<file path="src/rtl/dcnt_pkg.sv">
package dcnt_pkg;

  typedef enum logic [1:0] {
    ARR_SPLIT = 2'b00,
    ARR_BCD   = 2'b01,
    ARR_BIQ   = 2'b10,
    ARR_SPARE = 2'b11
  } arr_e;

  localparam int          QUIN_W   = 3;
  localparam logic [2:0]  QUIN_TOP = 3'd4;

  // next state of the divide-by-5 stage
  function automatic logic [QUIN_W-1:0] quin_next(input logic [QUIN_W-1:0] s);
    return (s >= QUIN_TOP) ? '0 : s + 3'd1;
  endfunction

  // the spare code folds onto the split arrangement
  function automatic arr_e arr_decode(input logic [1:0] code);
    case (code)
      2'b01:   return ARR_BCD;
      2'b10:   return ARR_BIQ;
      default: return ARR_SPLIT;
    endcase
  endfunction

endpackage

</file>
<file path="src/rtl/rst_bridge.sv">
module rst_bridge #(
  parameter int STAGES = 2
) (
  input  logic clk,
  input  logic rst_i,
  output logic rst_o
);
  logic [STAGES-1:0] chain;

  always_ff @(posedge clk or posedge rst_i) begin
    if (rst_i) chain <= '1;
    else       chain <= {chain[STAGES-2:0], 1'b0};
  end

  assign rst_o = chain[STAGES-1];
endmodule

</file>
<file path="src/rtl/fall_detect.sv">
module fall_detect #(
  parameter int STAGES = 2
) (
  input  logic clk,
  input  logic rst,
  input  logic din,
  output logic fall_o
);
  // sh[STAGES-1] is the synchronized sample, sh[STAGES] the previous one
  logic [STAGES:0] sh;

  always_ff @(posedge clk or posedge rst) begin
    if (rst) sh <= '0;
    else     sh <= {sh[STAGES-1:0], din};
  end

  assign fall_o = sh[STAGES] & ~sh[STAGES-1];

  // a single transition yields a one-cycle advance
  assert_fall_single_R1: assert property (@(posedge clk) disable iff (rst)
    fall_o |=> !fall_o);
endmodule

</file>
<file path="src/rtl/decade_half.sv">
module decade_half
  import dcnt_pkg::*;
#(
  parameter int SYNC_STAGES = 2
) (
  input  logic       clk,
  input  logic       rst_i,
  input  logic       cnt_a_i,
  input  logic       cnt_b_i,
  input  logic [1:0] arr_i,
  output logic [3:0] q_o
);
  logic              rst_int;
  logic              fall_a, fall_b;
  logic              adv_two, adv_five;
  logic              two_q;
  logic [QUIN_W-1:0] five_q;
  arr_e              arr;

  rst_bridge #(.STAGES(SYNC_STAGES)) u_rst (
    .clk(clk), .rst_i(rst_i), .rst_o(rst_int));

  fall_detect #(.STAGES(SYNC_STAGES)) u_fa (
    .clk(clk), .rst(rst_int), .din(cnt_a_i), .fall_o(fall_a));

  fall_detect #(.STAGES(SYNC_STAGES)) u_fb (
    .clk(clk), .rst(rst_int), .din(cnt_b_i), .fall_o(fall_b));

  assign arr = arr_decode(arr_i);

  // stage advance enables, cascade resolved in the same cycle
  always_comb begin
    case (arr)
      ARR_BCD: begin
        adv_two  = fall_a;
        adv_five = fall_a & two_q;
      end
      ARR_BIQ: begin
        adv_two  = fall_b & (five_q == QUIN_TOP);
        adv_five = fall_b;
      end
      default: begin
        adv_two  = fall_a;
        adv_five = fall_b;
      end
    endcase
  end

  always_ff @(posedge clk or posedge rst_int) begin
    if (rst_int) begin
      two_q  <= 1'b0;
      five_q <= '0;
    end else begin
      if (adv_two)  two_q  <= ~two_q;
      if (adv_five) five_q <= quin_next(five_q);
    end
  end

  assign q_o = {five_q, two_q};

  assert_quin_range_R4: assert property (@(posedge clk) disable iff (rst_int)
    five_q <= QUIN_TOP);

  assert_reset_clear_R2: assert property (@(posedge clk)
    rst_int |-> (q_o == 4'd0));

  assert_split_hold_R3: assert property (@(posedge clk) disable iff (rst_int)
    (arr == ARR_SPLIT && !fall_a) |=> (two_q == $past(two_q)));

  assert_bcd_same_cycle_R8: assert property (@(posedge clk) disable iff (rst_int)
    (arr == ARR_BCD && $fell(two_q)) |-> (five_q != $past(five_q)));

  assert_biq_toggle_R6: assert property (@(posedge clk) disable iff (rst_int)
    (arr == ARR_BIQ && two_q != $past(two_q)) |-> ($past(five_q) == QUIN_TOP && five_q == '0));
endmodule

</file>
<file path="src/rtl/dual_decade_counter.sv">
module dual_decade_counter #(
  parameter int N_HALVES    = 2,
  parameter int SYNC_STAGES = 2
) (
  input  logic                  clk,
  input  logic [N_HALVES-1:0]   rst_i,
  input  logic [N_HALVES-1:0]   cnt_a_i,
  input  logic [N_HALVES-1:0]   cnt_b_i,
  input  logic [2*N_HALVES-1:0] arr_i,
  output logic [4*N_HALVES-1:0] q_o
);
  for (genvar h = 0; h < N_HALVES; h++) begin : g_half
    decade_half #(.SYNC_STAGES(SYNC_STAGES)) u_half (
      .clk     (clk),
      .rst_i   (rst_i[h]),
      .cnt_a_i (cnt_a_i[h]),
      .cnt_b_i (cnt_b_i[h]),
      .arr_i   (arr_i[2*h +: 2]),
      .q_o     (q_o[4*h +: 4])
    );
  end
endmodule

</file>
<file path="config.mk">
export PLATFORM = sky130hd
export DESIGN_NAME = dual_decade_counter
export DESIGN_NICKNAME = d
export VERILOG_FILES = /design/src/rtl/dcnt_pkg.sv /design/src/rtl/rst_bridge.sv /design/src/rtl/fall_detect.sv /design/src/rtl/decade_half.sv /design/src/rtl/dual_decade_counter.sv
export SDC_FILE = /design/constraint.sdc
export NUM_CORES = 1
export LEC_CHECK = 0
export BUFFER_PORTS_ARGS = -buffer_cell sky130_fd_sc_hd__buf_2
export CORE_MARGIN = 3
export CORE_UTILIZATION = 47
export DETAILED_ROUTE_END_ITERATION = 10
export PLACE_DENSITY = 0.75
export SYNTH_ARGS = -nofsm -noshare
export SYNTH_HDL_FRONTEND = slang
export SYNTH_HIERARCHICAL = 1
export SYNTH_SLANG_ARGS = --single-unit
</file>
<file path="constraint.sdc">
create_clock -name clk -period 0.8 [get_ports clk]
set_clock_uncertainty 0.15 [all_clocks]
set_input_delay 0.16 -clock clk [delete_from_list [all_inputs] [get_ports clk]]
set_output_delay 0.16 -clock clk [all_outputs]
set_load 0.01 [all_outputs]
</file>
**Yosys cells after proc, flatten, opt, wreduce, memory -nomap -nowiden**

Index checks and enable logic that the tools add are counted.

- Output and inout bits: 8
- Bits in registers: 24
- Word-level logic and storage cells: 46

- Add/subtract/negate cells: 2
- Equality and inequality tests: 10
- Muxes and demuxes: 8
- $lt $le $gt $ge: 2
- Bitwise operators: 14

Operators with widths:

| cell | number |
|---|---|
| 1-bit AND | 8 |
| 2-bit by 1-bit == test with 1-bit output (second input constant) | 4 |
| 2-bit == test (second input constant) | 4 |
| 2-bit case mux with 2 select lines | 2 |
| 3-bit by 1-bit adder with 3-bit output (second input constant) | 2 |
| 3-bit == test (second input constant) | 2 |
| 3-bit >= comparator (second input constant) | 2 |
| 3-bit 2-to-1 mux | 2 |
| 1-bit inverter | 6 |
| 1-bit 2-to-1 mux | 4 |

**Depth between registers and ports, before layout**

- Word-level depth: 4
- Gate-level depth with buffers: 5

**By module**

Netlist, hierarchy kept.

Modules (own cells, without submodules):

| module | times used | area an instance (µm²) | cells each |
|---|---|---|---|
| decade_half | 2 | 265.3 | 23 |
| fall_detect | 4 | 92.6 | 5 |
| rst_bridge | 2 | 60.1 | 4 |

**Least setup slack after synthesis**

Ideal clock, no wire load.

- Kind: reg-to-reg
- From: reg g_half[0].u_half.u_fa.sh[2]
- To: reg g_half[0].u_half.five_q[0]
- Path buffers: 0
- Arrival: 1.134 ns
- Slack: -0.609 ns
- Library setup time: 0.125 ns
- Cell stages (with the launch flop): 5
- Path through: dfrtp_1 nor2b_4 and4b_1 a21oi_4 mux2_4

- Cells in the longest elaborated chain, start to end: 3

Ends and longest elaborated chain:

| element | line | text |
|---|---|---|
| start: declaration | fall_detect.sv:10 | `logic [STAGES:0] sh;` |
| start signal: assignment | fall_detect.sv:14 | `else sh <= {sh[STAGES-1:0], din};` |
| 1-bit AND | fall_detect.sv:17 | `assign fall_o = sh[STAGES] & ~sh[STAGES-1];` |
| net g_half[0].u_half.fall_a | decade_half.sv:14 | `logic fall_a, fall_b;` |
| 1-bit AND | decade_half.sv:36 | `adv_five = fall_a & two_q;` |
| 1-bit 2-to-1 mux | decade_half.sv:33 | `case (arr)` |
| end signal: assignment | decade_half.sv:55 | `if (adv_five) five_q <= quin_next(five_q);` |
| end: declaration | decade_half.sv:17 | `logic [QUIN_W-1:0] five_q;` |

The timed path passes the listed nets, and every way through them passes these cells.
A chain may end at the register's enable or synchronous reset.

**Worst setup path after layout**

- From: reg g_half[0].u_half.u_fa.sh[2]
- To: reg g_half[0].u_half.five_q[2]

The elaborated chain is that of the path after synthesis.

==> parameters.txt <==
Parameter                              Value

Setup path
  Category of the worst setup path launch point ... flip-flop
  Reg2reg setup slack ... -0.65 ns
  Highest net fanout along the worst path ... 3
  Start point of the critical path ... g_half[0].u_half/u_fa/sh[2]
  Critical Path End Type ... flip-flop
  Data required, critical path ... 0.85 ns
  Arrival @ worst endpoint ... 1.50 ns
  Critical setup path kind ... reg2reg
  Worst flop-to-flop path startpoint ... g_half[0].u_half/u_fa/sh[2]

Job
  Max-cap check violation count ... 0

Hold path
  Hold Path Class ... reg2async

CTS
  Clock root cell ... sky130_fd_sc_hd__clkbuf_4
  # H-tree levels ... 1
  Bufs on Longest Clock Path ... 2
  Number of buffers created by CTS ... 3
  Clock latency at the later pin of the worst-skew pair ... 0.31 ns
  Clock tree from TritonCTS ... done
  Clock-pin slew on the worst setup and hold paths ... 0.12 ns
  Number of clock sinks ... 24

Finish
  Sequential standard cell area ... 607 um2
  Commonest cells after routing, fill and taps aside ... sky130_fd_sc_hd__dfrtp_1, sky130_fd_sc_hd__buf_2, sky130_fd_sc_hd__inv_1
  Post-route insts no fill ... 138
  Number of inserted diodes ... 0
  Fraction of final layout cells with drive strength greater than 1 ... 49.5%
  Final net count ... 127
  FILL cells ... 141
  Most common cell after layout, fill and taps aside ... sky130_fd_sc_hd__dfrtp_1
  Area taken by multi-input logic gates ... 374 um2
  Synthesis-to-finish area growth ... 35.7%

Logic synthesis
  Post-Syn Area per Cell ... 13.8 um2
  Post-synthesis cell count ... 74
  Yosys reg bits ... 24
  Post-synthesis sequential area ratio ... 59.3%
  Net count of the mapped netlist ... 89
  Synthesized cell area ... 1020 um2
  Total number of yosys warnings ... 6
  Netlist cell types ... 17

Drt
  Pre-Repair DR Iteration Count ... 4
  Drt initial violations ... 9
  Count of vias placed by the detailed router ... 610
  Routed vias/inst ... 4.42
  Routed wire length ... 1510 um
  Drt drc ... 0
  Detail-routed net length per standard cell ... 11.0 um
  DRT antenna net count ... 0

Power
  Post-route total power ... 0.00402 W
  Max IR drop VDD ... 1.85 mV
  Power density over the cells ... 2900 nW/um2
  Leakage component of the power ... 0.716 nW

Floorplan
  Std-Cell Core Area ... 2000 um2
  Die area ... 2770 um2
  Effective utilization at floorplan ... 51.0%
  Die X-Extent ... 52.6 um
  Number of rows in the core area ... 16
  I/O pin count ... 19
  Die boundary height ... 52.6 um

STA
  Unrepaired setup endpoints after global routing ... true
  Final clock period utilization by the worst path ... 181%
  Worst Hold Slack ... -0.0137 ns
  Post-layout worst setup margin ... -0.650 ns
  Max-slew violation count ... 0
  Highest clock rate ... 0.689 GHz
  Final critical delay including setup and external delays ... 1.45 ns
  Number of hold-slack violations in the final timing report ... 12
  Setup-violating endpoint count in the final report ... 16
  Setup TNS ... -8.17 ns

GRT
  Vias in the first global route ... 604
  Wire length of the first global-routing pass ... 2530 um
  Global-route usage over all layers ... 12.9%
  Total global routing overflow ... 0
  Initial antenna violation count ... 0
  Largest net degree at the start of global routing ... 15

Status
  Violations in the final reports ... hold timing, setup timing
  Result of the run ... finished with violations

Place
  Worst Setup Slack post-DPL ... -0.630 ns
  PortBufs ... 18
  Routability cong. ... 0.740
  Cells after DPL ... 123
  DP Wirelength ... 1100 um
## synthesized netlist by cell type, drive strengths merged
master	instances	area share, %
xnor2	2	1.7
dfrtp	20	49
mux2	4	5.9
conb	2	0.74
dfstp	4	10
nand2b	4	2.5
and4b	2	2.0
inv	12	4.4
ha	4	4.9
and2b	2	1.5
nor2b	6	6.6
and3	2	1.2
mux2i	4	3.9
nor2	2	0.74
buf	2	1.5
a21oi	2	3.2
## stage by stage
| stage | area (um2) | utilization [%] | hold WS, ns |
|---|---|---|---|
| 3_5_place_dp | 1180 | 58.9 | -0.0211 |
| 2_1_floorplan | 1030 | - | -0.0785 |
| 6_report | 1390 | 69.2 | -0.0137 |
| 5_1_grt | 1390 | 69.2 | 0.00451 |
| 3_3_place_gp | 1180 | 58.9 | -0.0253 |
| 4_1_cts | 1350 | 67.4 | -0.00898 |
## where the power goes
group	internal (W)	leakage, nW	total (W)	switching (W)
logic	0.000935	0.410	0.00150	0.000560
registers	0.00146	0.279	0.00169	0.000224
clock network	0.000506	0.0279	0.000840	0.000333
## repair_timing
item / in CTS / in global routing
endpoints found under the setup margin: 16 / 16
pin swaps: 0 / 3
hold buffers: 6 / 0
hold endpoints to repair: 16 / 0
gates resized for setup: 7 / 7
setup buffers: 3 / 2
## flip-flops by register name, indices dropped and copies added, names as in the netlist
name                       count
g_half.u_half/two_q            2
g_half.u_half/five_q           6
g_half.u_half/u_rst/chain      4
g_half.u_half/u_fb/sh          6
g_half.u_half/u_fa/sh          6
## layer usage
metal	routed length, um	GRT usage, %	up-vias	share of wire, %
met5	0	0	-	0
met2	717	20.2	17	47
met3	92	5.98	2	6.1
met1	690	16.2	292	46
met4	12	2.55	0	0.79
li1	-	-	299	-
## worst paths after layout
kind	endpoint	depth (start not counted)
min reg2reg	g_half[1].u_half/u_fb/sh[1]	1
max reg2reg	g_half[0].u_half/five_q[2]	4
min in group clk	g_half[1].u_half/two_q	4
min	g_half[1].u_half/u_fb/sh[1]	1
max	g_half[0].u_half/five_q[2]	4
max in group asynchronous	g_half[0].u_half/u_rst/chain[1]	3
## area by class of cell
class / instances / share of cell area (%)
Sequential cell: 24 / 43.8
Timing Repair Buffer: 35 / 19.7
Clock inverter: 1 / 2.17
Clock buffer: 3 / 1.63
Inverter: 12 / 3.25
Multi-Input combinational cell: 36 / 27.0
Tap cell: 27 / 2.44
## cell families (layout without fill, tap and decap cells)
group	count (synthesis)	in the layout	share of synthesized area [%]
compound gates	2	2	3.19
xor+xnor	2	2	1.72
fa+ha+maj	4	4	4.90
buf+inv	14	51	5.88
flops	24	24	59.3
mux	8	8	9.80
other cells	2	2	0.736
simple gates	18	18	14.5
## critical path, stage by stage, from the launching register on
cell and delay, ns:
sky130_fd_sc_hd__dfrtp_1 0.39, sky130_fd_sc_hd__nor2b_4 0.12, sky130_fd_sc_hd__and4b_1 0.20, sky130_fd_sc_hd__a21oi_4 0.18, sky130_fd_sc_hd__mux2_4 0.31
Power figures use the tool's default switching activity.
